<file path="config.mk">
export PLATFORM = sky130hd
export DESIGN_NAME = link_scrambler_pair
export DESIGN_NICKNAME = d
export VERILOG_FILES = /design/src/rtl/lsd_pkg.sv /design/src/rtl/lsd_lfsr_gen.sv /design/src/rtl/lsd_whiten_unit.sv /design/src/rtl/link_scrambler_pair.sv
export SDC_FILE = /design/constraint.sdc
export NUM_CORES = 1
export LEC_CHECK = 0
export ABC_AREA = 1
export BUFFER_PORTS_ARGS = -buffer_cell sky130_fd_sc_hd__buf_2
export CORE_ASPECT_RATIO = 2
export CORE_UTILIZATION = 50
export DETAILED_ROUTE_END_ITERATION = 16
export GPL_TIMING_DRIVEN = 0
export PLACE_DENSITY = 0.83
export SKIP_LAST_GASP = 1
export SLEW_MARGIN = 25
export SYNTH_ARGS = -nofsm -noshare
export SYNTH_HDL_FRONTEND = slang
export SYNTH_SLANG_ARGS = --single-unit
</file>
<file path="constraint.sdc">
create_clock -name clk -period 1.6 [get_ports clk]
set_clock_uncertainty 0.1 [all_clocks]
set_input_delay 0.32 -clock clk [delete_from_list [all_inputs] [get_ports clk]]
set_output_delay 0.32 -clock clk [all_outputs]
set_load 0.05 [all_outputs]
</file>
<file path="src/rtl/lsd_pkg.sv">
package lsd_pkg;
  localparam int LFSR_W = 16;
  typedef logic [LFSR_W-1:0] lfsr_t;

  localparam lfsr_t LFSR_SEED = 16'hFFFF;
  // x^16 + x^5 + x^4 + x^3 + 1 : low-order taps
  localparam lfsr_t LFSR_TAPS = 16'h0039;

  localparam logic [7:0] SYM_COMMA = 8'hBC;
  localparam logic [7:0] SYM_SKIP  = 8'h1C;

  // One Galois step: shift left, fold the dropped top bit back into the taps.
  function automatic lfsr_t lfsr_step(input lfsr_t s);
    return {s[LFSR_W-2:0], 1'b0} ^ (s[LFSR_W-1] ? LFSR_TAPS : '0);
  endfunction
endpackage

</file>
<file path="src/rtl/lsd_lfsr_gen.sv">
module lsd_lfsr_gen
  import lsd_pkg::*;
#(
  parameter int DATA_W = 8
) (
  input  logic              clk,
  input  logic              rst_n,
  input  logic              adv_i,
  input  logic              reseed_i,
  output lfsr_t             state_o,
  output logic [DATA_W-1:0] key_o
);
  localparam int STEPS = DATA_W;

  lfsr_t state_q;
  lfsr_t chain [STEPS+1];

  assign chain[0] = state_q;

  genvar gi;
  generate
    for (gi = 0; gi < STEPS; gi++) begin : g_step
      assign key_o[gi]    = chain[gi][LFSR_W-1];
      assign chain[gi+1]  = lfsr_step(chain[gi]);
    end
  endgenerate

  always_ff @(posedge clk) begin
    if (!rst_n)         state_q <= LFSR_SEED;
    else if (reseed_i)  state_q <= LFSR_SEED;
    else if (adv_i)     state_q <= chain[STEPS];
  end

  assign state_o = state_q;

  // the state is never the all-zero lock-up value
  AST_NO_LOCKUP: assert property (@(posedge clk) disable iff (!rst_n)
    state_q != '0);
endmodule

</file>
<file path="src/rtl/lsd_whiten_unit.sv">
module lsd_whiten_unit
  import lsd_pkg::*;
#(
  parameter int              DATA_W = 8,
  parameter logic [DATA_W-1:0] COMMA = SYM_COMMA,
  parameter logic [DATA_W-1:0] SKIP  = SYM_SKIP
) (
  input  logic              clk,
  input  logic              rst_n,
  input  logic [DATA_W-1:0] byte_i,
  input  logic              ctl_i,
  input  logic              valid_i,
  input  logic              bypass_i,
  output logic [DATA_W-1:0] byte_o,
  output logic              ctl_o,
  output logic              valid_o
);
  // named events for the assertions
  logic ev_comma, ev_skip, ev_adv, ev_whiten;
  lfsr_t            gen_state;
  logic [DATA_W-1:0] key;

  assign ev_comma  = valid_i && ctl_i && (byte_i == COMMA);
  assign ev_skip   = valid_i && ctl_i && (byte_i == SKIP);
  assign ev_adv    = valid_i && !ev_comma && !ev_skip;
  assign ev_whiten = valid_i && !ctl_i && !bypass_i;

  lsd_lfsr_gen #(.DATA_W(DATA_W)) u_gen (
    .clk      (clk),
    .rst_n    (rst_n),
    .adv_i    (ev_adv),
    .reseed_i (ev_comma),
    .state_o  (gen_state),
    .key_o    (key)
  );

  always_ff @(posedge clk) begin
    if (!rst_n) begin
      byte_o  <= '0;
      ctl_o   <= 1'b0;
      valid_o <= 1'b0;
    end else begin
      valid_o <= valid_i;
      if (valid_i) begin
        ctl_o  <= ctl_i;
        byte_o <= ev_whiten ? (byte_i ^ key) : byte_i;
      end
    end
  end

  AST_LAT_VALID: assert property (@(posedge clk) disable iff (!rst_n)
    valid_i |=> valid_o);
  AST_LAT_GAP: assert property (@(posedge clk) disable iff (!rst_n)
    !valid_i |=> !valid_o);
  AST_CTL_PASS: assert property (@(posedge clk) disable iff (!rst_n)
    (valid_i && ctl_i) |=> (ctl_o && byte_o == $past(byte_i)));
  AST_COMMA_SEED: assert property (@(posedge clk) disable iff (!rst_n)
    ev_comma |=> (gen_state == LFSR_SEED));
  AST_SKIP_HOLD: assert property (@(posedge clk) disable iff (!rst_n)
    ev_skip |=> $stable(gen_state));
  AST_GAP_HOLD: assert property (@(posedge clk) disable iff (!rst_n)
    !valid_i |=> ($stable(gen_state) && $stable(byte_o)));
  AST_BYPASS_CLEAR: assert property (@(posedge clk) disable iff (!rst_n)
    (valid_i && !ctl_i && bypass_i) |=> (byte_o == $past(byte_i)));
  AST_BYPASS_ADV: assert property (@(posedge clk) disable iff (!rst_n)
    (valid_i && !ctl_i && bypass_i) |=> (gen_state != $past(gen_state)));
endmodule

</file>
<file path="src/rtl/link_scrambler_pair.sv">
module link_scrambler_pair
  import lsd_pkg::*;
#(
  parameter int DATA_W = 8
) (
  input  logic              clk,
  input  logic              rst_n,
  input  logic [DATA_W-1:0] tx_byte_i,
  input  logic              tx_ctl_i,
  input  logic              tx_valid_i,
  input  logic              tx_bypass_i,
  output logic [DATA_W-1:0] tx_byte_o,
  output logic              tx_ctl_o,
  output logic              tx_valid_o,
  input  logic [DATA_W-1:0] rx_byte_i,
  input  logic              rx_ctl_i,
  input  logic              rx_valid_i,
  input  logic              rx_bypass_i,
  output logic [DATA_W-1:0] rx_byte_o,
  output logic              rx_ctl_o,
  output logic              rx_valid_o
);
  lsd_whiten_unit #(.DATA_W(DATA_W)) u_tx (
    .clk      (clk),
    .rst_n    (rst_n),
    .byte_i   (tx_byte_i),
    .ctl_i    (tx_ctl_i),
    .valid_i  (tx_valid_i),
    .bypass_i (tx_bypass_i),
    .byte_o   (tx_byte_o),
    .ctl_o    (tx_ctl_o),
    .valid_o  (tx_valid_o)
  );

  lsd_whiten_unit #(.DATA_W(DATA_W)) u_rx (
    .clk      (clk),
    .rst_n    (rst_n),
    .byte_i   (rx_byte_i),
    .ctl_i    (rx_ctl_i),
    .valid_i  (rx_valid_i),
    .bypass_i (rx_bypass_i),
    .byte_o   (rx_byte_o),
    .ctl_o    (rx_ctl_o),
    .valid_o  (rx_valid_o)
  );
endmodule

</file>
==> results of run 1 <==
critical path: stages:
cell	delay (ns)
buf_2	0.10
inv_1	0.04
nor2_1	0.28
nand3_2	0.25
nand3_2	0.17
inv_1	0.14
nand2_1	0.10
nand2_1	0.06
synthesized netlist by cell type:
cell type | n | share of area
nand2_1 | 116 | 0.15
dfxtp_1 | 52 | 0.36
inv_1 | 45 | 0.058
nor2_1 | 40 | 0.052
a21oi_1 | 39 | 0.067
nand3_1 | 25 | 0.043
xor2_1 | 19 | 0.057
xnor2_1 | 18 | 0.054
buf_2 | 16 | 0.028
o21ai_0 | 16 | 0.028
nand3_2 | 6 | 0.021
nand4_1 | 5 | 0.011
buf_4 | 3 | 0.0078
clkinv_1 | 3 | 0.0039
nand2_2 | 3 | 0.0065
buf_6 | 2 | 0.0078
inv_2 | 2 | 0.0026
nand2_4 | 2 | 0.0078
nand3_4 | 2 | 0.012
nor2_2 | 2 | 0.0043
nor2_4 | 2 | 0.0078
clkbuf_1 | 1 | 0.0013
nand3b_4 | 1 | 0.0069
or2_2 | 1 | 0.0022
registers in the layout, indices dropped and copies added (netlist names):
name	cells
u_rx.byte_o	8
u_rx.ctl_o	1
u_rx.u_gen.state_o	16
u_rx.valid_o	1
u_tx.byte_o	8
u_tx.ctl_o	1
u_tx.u_gen.state_o	16
u_tx.valid_o	1
logic make-up after synthesis:
group                     Yosys count
and+or+nand+nor                   205
buffers and inverters              72
AOI/OAI and AO/OA                  55
DFF                                52
xor gates and xnor gates           37
cell usage in the layout (no fill, tap or decap), types with 16 or more instances in the layout:
| cell type | synthesis | routed |
|---|---|---|
| nor2_1 | 40 | 40 |
| inv_1 | 45 | 45 |
| nand3_1 | 25 | 25 |
| a21oi_1 | 39 | 39 |
| dfxtp_1 | 52 | 52 |
| xnor2_1 | 18 | 18 |
| buf_2 | 16 | 58 |
| xor2_1 | 19 | 19 |
| nand2_1 | 116 | 116 |
| o21ai_0 | 16 | 16 |
where the power goes:
group	total [uW]	internal (uW)	switching (uW)
clock network	791	347	444
logic	914	333	580
registers	1480	1410	68.2
per-layer routing:
metal / up-vias / global-route usage / wire length, um
met5: - / 0 / 0
met3: 21 / 0.02706 / 186
met1: 1223 / 0.2207 / 2446
met4: 0 / 0.1237 / 230
li1: 1398 / - / -
met2: 68 / 0.4768 / 3810
path summary, 6_finish.rpt:
| path | start | endpoint | slack, ns | cells past startpoint |
|---|---|---|---|---|
| setup / recovery | tx_byte_i[4] | u_tx.u_gen.state_o[6] | 0.25 | 8 |
| hold / removal | rst_n | u_rx.valid_o | 0.20 | 3 |
| setup reg to reg | u_tx.u_gen.state_o[14] | u_tx.u_gen.state_o[10] | 0.30 | 7 |
| hold reg to reg | u_tx.ctl_o | u_tx.ctl_o | 0.37 | 2 |
stage by stage:
step / worst slack (ns) / total power, uW / hold WS (ns) / utilization
2_1_floorplan: 0.2742 / 2206 / 0.3176 / -
3_3_place_gp: -0.07177 / 2387 / 0.3417 / 0.5769
3_5_place_dp: -0.06703 / 2411 / 0.3488 / 0.5769
4_1_cts: 0.2456 / 3189 / 0.1997 / 0.5937
5_1_grt: 0.1327 / 3358 / 0.2104 / 0.5937
6_report: 0.2457 / 3183 / 0.2005 / 0.5937
area by class of cell:
| type | count | share of cell area |
|---|---|---|
| Tap cell | 60 | 0.02293 |
| Clock inverter | 2 | 0.003057 |
| Buffer | 22 | 0.03936 |
| Multi-Input combinational cell | 297 | 0.4700 |
| Inverter | 50 | 0.05732 |
| Timing Repair Buffer | 42 | 0.06420 |
| Sequential cell | 52 | 0.3179 |
| Clock buffer | 6 | 0.02522 |
==> key figures, run 1 <==
Clock tree
  • CTS HTree Levels: 2
  • Longest Clk Path Bufs: 2
  • Setup Fix Bufs, Post-CTS: 0
  • CTS Buf Count: 5
  • PostCTS Resize Cnt: 0
  • Sink Count: 52
  • CTS tree: done
  • Worst-Skew Late Latency: 0.31 ns
  • Cts hold-fix bufs: 0
  • Reg clk slew, reported paths: about 0.10 ns
  • CTS root buf: clkbuf_8

Timing
  • Max Clock Freq: 0.7384 GHz
  • Unrepaired setup endpoints after global routing: no
  • Final period util: 0.8464
  • Slew margin rel.: 0.5868
  • Setup tns final: 0 ns
  • Fin crit period: around 1.4 ns
  • Fin. Hold Viols: 0
  • Slew Limit Fails: 0
  • Final setup violation count: 0
  • Worst-Margin Slew: about 0.6 ns

Layout
  • # fillers: around 510
  • Layout cells sized above 1: 0.1953
  • Post-route insts no fill: 531
  • Area taken by flip-flops and latches: between 1000 and 1500 um2
  • Layout area overhead: 13.05%
  • Fin area: ~3300 um2
  • Multi-input combinational cell area: around 1500 um2
  • Nets: slightly below 500
  • Antenna cells: 0

Global route
  • Initial antenna violation count: 0
  • Total track usage: 0.2336
  • First-pass GRT wire length: 11220 um
  • Vias in the first global route: about 2600
  • Largest net degree at the start of global routing: 16
  • GRT Residual Overflow: 0

Die
  • CORE AREA: about 5500 um2
  • Die Y: roughly 110 um
  • Die width: roughly 56 um
  • Site Rows: 38
  • DIE AREA: between 6000 and 7000 um2
  • Initial core utilization: 0.5252
  • Io pins: 44

Routing
  • DR pass1 iterations: 6
  • Post-Route WL: approximately 6700 um
  • Antenna-violating nets left: 0
  • Iter 0 DRT Violations: 79
  • WL/cell: approximately 13 um
  • Vias per std cell: just over 5
  • DR vias: 2710
  • Drc violations: 0

Synth
  • Warnings, synthesis: 0
  • Seq/Total Area, Yosys: 0.3594
  • Adder-cell share of the synthesized area: 0
  • #FFs+latches synth: 52
  • Avg Cell Area, Syn: just under 7 um2
  • Unique cell type count in the Yosys netlist: 24
  • Syn Nets: about 450
  • Synth Area in Simple Gates: 0.3244
  • Post-Synthesis Cell Area: ~2900 um2
  • Combinational family with the most area after synthesis: simple AND/OR/NAND/NOR gates
  • Xor and xnor area share after synthesis: 0.1119
  • Synth Instances: roughly 420
  • Synth Area in Compound Gates: 0.09503
  • Mux cell area share after synthesis: 0

Placed design
  • Placed Instance Area: around 3200 um2
  • Post-Place Cells: 523
  • IO Port Bufs: 42
  • Routability cong.: 0.9323
  • Hpwl dp: just over 5000 um

Run
  • Max-cap viol count: 0

Power
  • Leak Pwr: 0.001719 uW
  • Peak supply drop: between 0.0007 and 0.0008 V
  • PwrDens: about 1000 nW/um2

Critical path
  • Startpoint Class: input port
  • Data required time at the worst endpoint: around 1.7 ns
  • CP arrival: roughly 1.5 ns
  • Crit Path Class: in2reg
  • Setup crit end kind: flip-flop
  • Max FO, Critical Path: 8

Worst hold path
  • Hold crit path type: in2reg

Run status
  • Status: finished, final reports clean
No activity file was read; power rests on OpenSTA's default activity.
==> run 2, diff against run 1 <==
--- a/config.mk
+++ b/config.mk
@@ -11,7 +11,7 @@
 export CORE_UTILIZATION = 50
 export DETAILED_ROUTE_END_ITERATION = 16
 export GPL_TIMING_DRIVEN = 0
-export PLACE_DENSITY = 0.83
+export PLACE_DENSITY = 0.85
 export SKIP_LAST_GASP = 1
 export SLEW_MARGIN = 25
 export SYNTH_ARGS = -nofsm -noshare
==> constraint.sdc (replaced) <==
create_clock -name clk -period 1.15 [get_ports clk]
set_clock_uncertainty 0.1 [all_clocks]
set_input_delay 0.23 -clock clk [delete_from_list [all_inputs] [get_ports clk]]
set_output_delay 0.23 -clock clk [all_outputs]
set_load 0.05 [all_outputs]
==> key figures, run 2 (synthesis results as in run 1) <==
Run status
  • Status: finished, violations left
  • Failing checks: setup timing

Clock tree
  • Worst-Skew Late Latency: between 0.3 and 0.4 ns
  • Sink Count: 52
  • Reg clk slew, reported paths: 0.10 ns
  • Longest Clk Path Bufs: 2
  • Cts hold-fix bufs: 0
  • CTS tree: done
  • CTS root buf: clkbuf_8
  • CTS HTree Levels: 2
  • CTS Buf Count: 5

Critical path
  • Max FO, Critical Path: 7
  • Reg2reg setup slack: -0.06 ns
  • R2r startpoint: u_rx.u_gen.state_o[13]
  • Setup crit end kind: flip-flop
  • FF-to-FF path depth: 7
  • Crit Path Class: reg2reg
  • Crit path from: u_rx.u_gen.state_o[13]
  • Startpoint Class: flip-flop
  • CP arrival: between 1 and 1.5 ns
  • Data required time at the worst endpoint: 1.26 ns
  • CP endpoint: u_rx.u_gen.state_o[10]
  • Worst R2R End: u_rx.u_gen.state_o[10]

Timing
  • Worst setup margin: -0.05838 ns
  • Fin. Hold Viols: 0
  • Max Clock Freq: ~0.83 GHz
  • Final setup violation count: 22
  • Final period util: 1.051
  • Slew margin rel.: 0.7030
  • Final hold slack: 0.1162 ns
  • Worst-Margin Slew: between 0.4 and 0.5 ns
  • Fin crit period: around 1.2 ns
  • Unrepaired setup endpoints after global routing: yes
  • Slew Limit Fails: 0

Worst hold path
  • Hold crit path type: in2reg
  • Hold path depth: 4

Global route
  • First-pass GRT wire length: 12700 um
  • GRT Residual Overflow: 0
  • Largest net degree at the start of global routing: 16
  • Initial antenna violation count: 0
  • Vias in the first global route: approximately 3000
  • Total track usage: 0.2662

Placed design
  • Hpwl dp: about 5400 um
  • IO Port Bufs: 42
  • Routability cong.: around 0.88
  • Post-Place Cells: 523

Routing
  • Antenna-violating nets left: 0
  • Post-Route WL: ~8900 um
  • Vias per std cell: 5.646
  • WL/cell: 16.62 um
  • Drc violations: 0
  • DR pass1 iterations: 6
  • DR vias: 3032
  • Iter 0 DRT Violations: around 220

Power
  • Peak supply drop: 0.001441 V
  • Sw Ratio: 0.3425
  • Int Pwr: ~3500 uW
  • Sequential power share: 0.404
  • Clock Power Share: 0.270
  • Net switching power: between 1500 and 2000 uW
  • Leak Pwr: about 0.0020 uW
  • PwrDens: between 1000 and 1500 nW/um2
  • Logic pwr share: 0.326

Layout
  • Most common cell after layout, fill and taps aside: nand2_1
  • Layout area overhead: 40.22%
  • Most frequent cells in the layout: nand2_1, inv_1, nor2_1
  • Area taken by flip-flops and latches: about 1100 um2
  • # fillers: ~360
  • Multi-input combinational cell area: around 1900 um2
  • Nets: 500
  • Layout cells sized above 1: 0.3795
  • Post-route insts no fill: around 540
  • Antenna cells: 0

Die
  • Initial core utilization: 0.5252
  • Die width: about 56 um
  • Io pins: 44
  • Site Rows: 38
  • CORE AREA: roughly 5500 um2
  • Die Y: roughly 110 um
  • DIE AREA: around 6100 um2

Run
  • Max-cap viol count: 0
[run 2: changes by cell type in the layout (fill, tap and decap cells not counted), moves of 9 or more]
cell / delta
xnor2_1: -9
buf_2: -34
dfxtp_1: -31
buf_6: +9
buf_8: +18
xor2_1: -12
dfxtp_2: +28
nand2_1: -9
[run 2: routing by layer]
layer	vias to the layer above	part of all wire	GRT usage	routed length (um)
met5	-	0	0	0
met4	0	0.066	0.1725	593
met3	55	0.044	0.03765	397
met2	152	0.56	0.5499	5026
met1	1422	0.33	0.2278	2905
li1	1403	-	-	-
[run 2: metrics by stage]
step	instance area (um2)	setup TNS (ns)	util	setup slack [ns]	power [uW]
3_5_place_dp	3229	-14.28	0.5855	-0.3650	3386
4_1_cts	3721	-0.08853	0.6747	-0.02756	4991
5_1_grt	4061	-1.695	0.7364	-0.1110	5480
2_1_floorplan	2944	-0.6834	-	-0.05408	3092
3_3_place_gp	3229	-12.80	0.5855	-0.3278	3343
6_report	4061	-0.4592	0.7364	-0.05838	5303
[run 2: worst min-delay path by stage]
stage | start | endpoint | slack, ns
after floorplan | rst_n | u_rx.valid_o | 0.23
after global placement | u_rx.u_gen.state_o[5] | u_rx.u_gen.state_o[13] | 0.34
after detailed placement | u_tx.u_gen.state_o[6] | u_tx.u_gen.state_o[6] | 0.36
after CTS | tx_byte_i[2] | u_tx.byte_o[2] | 0.10
after global routing | rx_valid_i | u_rx.ctl_o | 0.11
final | rx_byte_i[3] | u_rx.byte_o[3] | 0.12
[run 2: layout make-up]
class | count | share of cell area
multi-input combinational | 297 | 0.4683
sequential | 52 | 0.2677
timing repair buffer | 48 | 0.1078
buffer | 21 | 0.05669
inverter | 50 | 0.04868
clock buffer | 7 | 0.02372
tap | 60 | 0.01848
clock inverter | 1 | 0.007394
timing repair inverter | 1 | 0.001232
[run 2: power by group through the flow]
stage / registers, uW / clock network [uW] / logic (uW)
detailed placement: 2100 / 0 / 1290
CTS: 2090 / 1420 / 1470
finish: 2140 / 1430 / 1730
global placement: 2090 / 0 / 1250
floorplan: 2250 / 0 / 837
global route: 2160 / 1480 / 1840
[run 2: timing repair]
item,4_1_cts,5_1_grt
gates cloned,0,1
setup buffers,2,4
endpoints found under the setup margin,44,62
pin swaps,6,23
gates resized for setup,101,82
[run 2: worst max-delay path, stage by stage (launching register included)]
cell and delay (ns):
dfxtp_2 0.36, buf_12 0.15, xor2_1 0.18, nand2_1 0.08
nand2_1 0.08, inv_2 0.05, nand3_2 0.05, nand2_1 0.04
==> run 3, diff against run 2 <==
--- a/config.mk
+++ b/config.mk
@@ -5,13 +5,12 @@
 export SDC_FILE = /design/constraint.sdc
 export NUM_CORES = 1
 export LEC_CHECK = 0
-export ABC_AREA = 1
 export BUFFER_PORTS_ARGS = -buffer_cell sky130_fd_sc_hd__buf_2
 export CORE_ASPECT_RATIO = 2
 export CORE_UTILIZATION = 50
 export DETAILED_ROUTE_END_ITERATION = 16
 export GPL_TIMING_DRIVEN = 0
-export PLACE_DENSITY = 0.85
+export PLACE_DENSITY = 0.86
 export SKIP_LAST_GASP = 1
 export SLEW_MARGIN = 25
 export SYNTH_ARGS = -nofsm -noshare
==> key figures, run 3 <==
Routing
  • WL/cell: between 20 and 30 um
  • DR pass1 iterations: 4
  • Vias per std cell: roughly 6.5
  • DR vias: roughly 2300
  • Antenna-violating nets left: 0
  • Iter 0 DRT Violations: a little over 100
  • Post-Route WL: 8886 um
  • Drc violations: 0

Synth
  • Avg Cell Area, Syn: 10.95 um2
  • Commonest cells post-synth: dfxtp_1, xnor2_1, a221o_1
  • Synth Area in Simple Gates: 0.1211
  • Top_reg_cell synth: dfxtp_1
  • Seq/Total Area, Yosys: 0.4062
  • #FFs+latches synth: 52
  • EDFF count, synth: 0
  • Xor and xnor area share after synthesis: 0.2051
  • Adder-cell share of the synthesized area: 0
  • Count leader, synth: dfxtp_1
  • Syn Nets: between 200 and 300
  • Unique cell type count in the Yosys netlist: 23
  • Yosys top cell by area: dfxtp_1
  • Synth Instances: ~230
  • Async set-or-reset flop fraction in the synthesized netlist: 0
  • Mux cell area share after synthesis: 0.007813
  • Synth top area cells: dfxtp_1, xnor2_1, a221o_1
  • Share of the synthesized area in the top cell type: 0.4063
  • Synth Area in Compound Gates: 0.2158
  • Warnings, synthesis: 0
  • Combinational family with the most area after synthesis: compound AO/OA/AOI/OAI gates
  • Post-Synthesis Cell Area: between 2000 and 3000 um2

Placed design
  • Hpwl dp: about 4400 um
  • IO Port Bufs: 39
  • Routability cong.: 0.8924
  • DP Worst Slack: -0.6408 ns

Worst hold path
  • Hold endpoint: u_rx.byte_o[6]
  • Launch point of the worst hold path: rx_byte_i[6]
  • Hold crit path type: in2reg
  • Hold path depth: 3

Layout
  • # fillers: between 200 and 300
  • Area taken by flip-flops and latches: roughly 1100 um2
  • Most common cell after layout, fill and taps aside: xnor2_1
  • Layout cells sized above 1: 0.5085
  • Multi-input combinational cell area: 1673 um2
  • Nets: around 320
  • Antenna cells: 0
  • Layout area overhead: 42.33%
  • Most frequent cells in the layout: xnor2_1, a221o_1, dfxtp_2

Clock tree
  • CTS root buf: clkbuf_8
  • CTS Buf Count: 5
  • Longest Clk Path Bufs: 2
  • CTS tree: done
  • Reg clk slew, reported paths: approximately 0.09 ns
  • Cts hold-fix bufs: 0
  • Worst-Skew Late Latency: between 0.3 and 0.4 ns
  • CTS HTree Levels: 2
  • Sink Count: 52

Critical path
  • Crit Path Class: reg2reg
  • Crit-path max cell delay: 0.47 ns
  • Worst path cell trace: xor2_1 > xnor2_1 > a221o_1
  • Setup crit end kind: flip-flop
  • FF-to-FF path depth: 3
  • Reg2reg setup slack: -0.42 ns
  • Worst R2R End: u_tx.u_gen.state_o[9]
  • Data required time at the worst endpoint: approximately 1.3 ns
  • R2r startpoint: u_tx.u_gen.state_o[1]
  • Crit path max-delay cell type: dfxtp_1
  • Startpoint Class: flip-flop
  • CP arrival: 1.67 ns
  • Max FO, Critical Path: 2

Die
  • CORE AREA: between 4000 and 5000 um2
  • Site Rows: 36
  • DIE AREA: between 5000 and 6000 um2
  • Io pins: 44
  • Die width: between 50 and 60 um
  • Initial core utilization: 0.5219
  • Die Y: just over 100 um

Global route
  • First-pass GRT wire length: 10790 um
  • Largest net degree at the start of global routing: 16
  • Initial antenna violation count: 0
  • GRT Residual Overflow: 0
  • Vias in the first global route: 2144
  • Total track usage: 0.2755

Timing
  • Setup tns final: -8.554 ns
  • Worst-Margin Slew: 0.6837 ns
  • Final hold slack: roughly 0.10 ns
  • Slew Limit Fails: 0
  • Fin crit period: 1.568 ns
  • Unrepaired setup endpoints after global routing: yes
  • Final period util: 1.364
  • Final setup violation count: between 50 and 60
  • Max Clock Freq: approximately 0.64 GHz
  • Worst setup margin: -0.4181 ns
  • Fin. Hold Viols: 0
  • Slew margin rel.: 0.5442

Power
  • Leak Pwr: about 0.0014 uW
  • PwrDens: between 1000 and 1500 nW/um2
  • Peak supply drop: ~0.0011 V

Run
  • Max-cap viol count: 0

Run status
  • Status: finished, violations left
  • Failing checks: setup timing
run 3: changes by cell type in the layout (fill, tap and decap cells not counted), moves of 19 or more:
cell / before / now
a221o_1: 0 / 32
xnor2_1: 9 / 33
inv_1: 41 / 0
a21oi_1: 32 / 0
nand3_1: 19 / 0
nor2_1: 37 / 18
nand2_1: 107 / 2
run 3: timing repair:
item | 4_1_cts | 5_1_grt
setup buffers | 8 | 7
setup endpoints to repair | 68 | 67
cloned | 1 | 0
pin swaps | 14 | 8
resized for setup | 115 | 47
run 3: final cells by class:
| class | count | area share |
|---|---|---|
| multi-input combinational | 162 | 0.4587 |
| sequential | 52 | 0.3022 |
| timing repair buffer | 55 | 0.1489 |
| buffer | 17 | 0.04014 |
| clock buffer | 6 | 0.01990 |
| tap | 57 | 0.01955 |
| clock inverter | 2 | 0.009605 |
| inverter | 1 | 0.001029 |
run 3: power by group:
group	total [uW]	internal (uW)	switching [uW]
combinational	1560	759	805
clock	1260	647	610
sequential	2240	2000	240
total	5060	3400	1650
run 3: worst max-delay path by stage:
stage	slack, ns	to	depth (start not counted)	start
4_1_cts	-0.17	u_tx.u_gen.state_o[7]	5	tx_byte_i[6]
3_3_place_gp	-0.60	u_rx.u_gen.state_o[12]	5	rx_byte_i[0]
6_report	-0.42	u_tx.u_gen.state_o[9]	3	u_tx.u_gen.state_o[1]
2_1_floorplan	-0.31	u_rx.u_gen.state_o[11]	4	rx_byte_i[0]
3_5_place_dp	-0.64	u_rx.u_gen.state_o[10]	5	rx_byte_i[0]
5_1_grt	-0.45	u_tx.u_gen.state_o[9]	3	u_tx.u_gen.state_o[1]
run 3: cell families after synthesis:
family / count (synthesis)
AOI/OAI and AO/OA: 58
xor gates and xnor gates: 60
buffers and inverters: 20
DFF: 52
muxes: 2
and+or+nand+nor: 42
run 3: routing by layer:
metal / track usage / routed length, um / vias up
met4: 0.1640 / 686 / 0
met3: 0.04386 / 682 / 56
met2: 0.5034 / 4665 / 150
met1: 0.2808 / 2852 / 1108
met5: 0 / 0 / -
li1: - / - / 991
run 3: worst max-delay path: cells and delay by family, from the launching register on:
family	cells	cell delay [ns]
flip-flops	1	0.47
AO/OA/AOI/OAI	1	0.34
XOR/XNOR	2	0.55
run 3: metrics by stage:
stage | util | area, um2 | std cells | total power [uW]
floorplan | - | 2574 | 234 | 3042
global placement | 0.5785 | 2840 | 330 | 3294
detailed placement | 0.5785 | 2840 | 330 | 3325
CTS | 0.6939 | 3407 | 345 | 4777
global route | 0.7429 | 3647 | 352 | 5222
finish | 0.7429 | 3647 | 352 | 5057
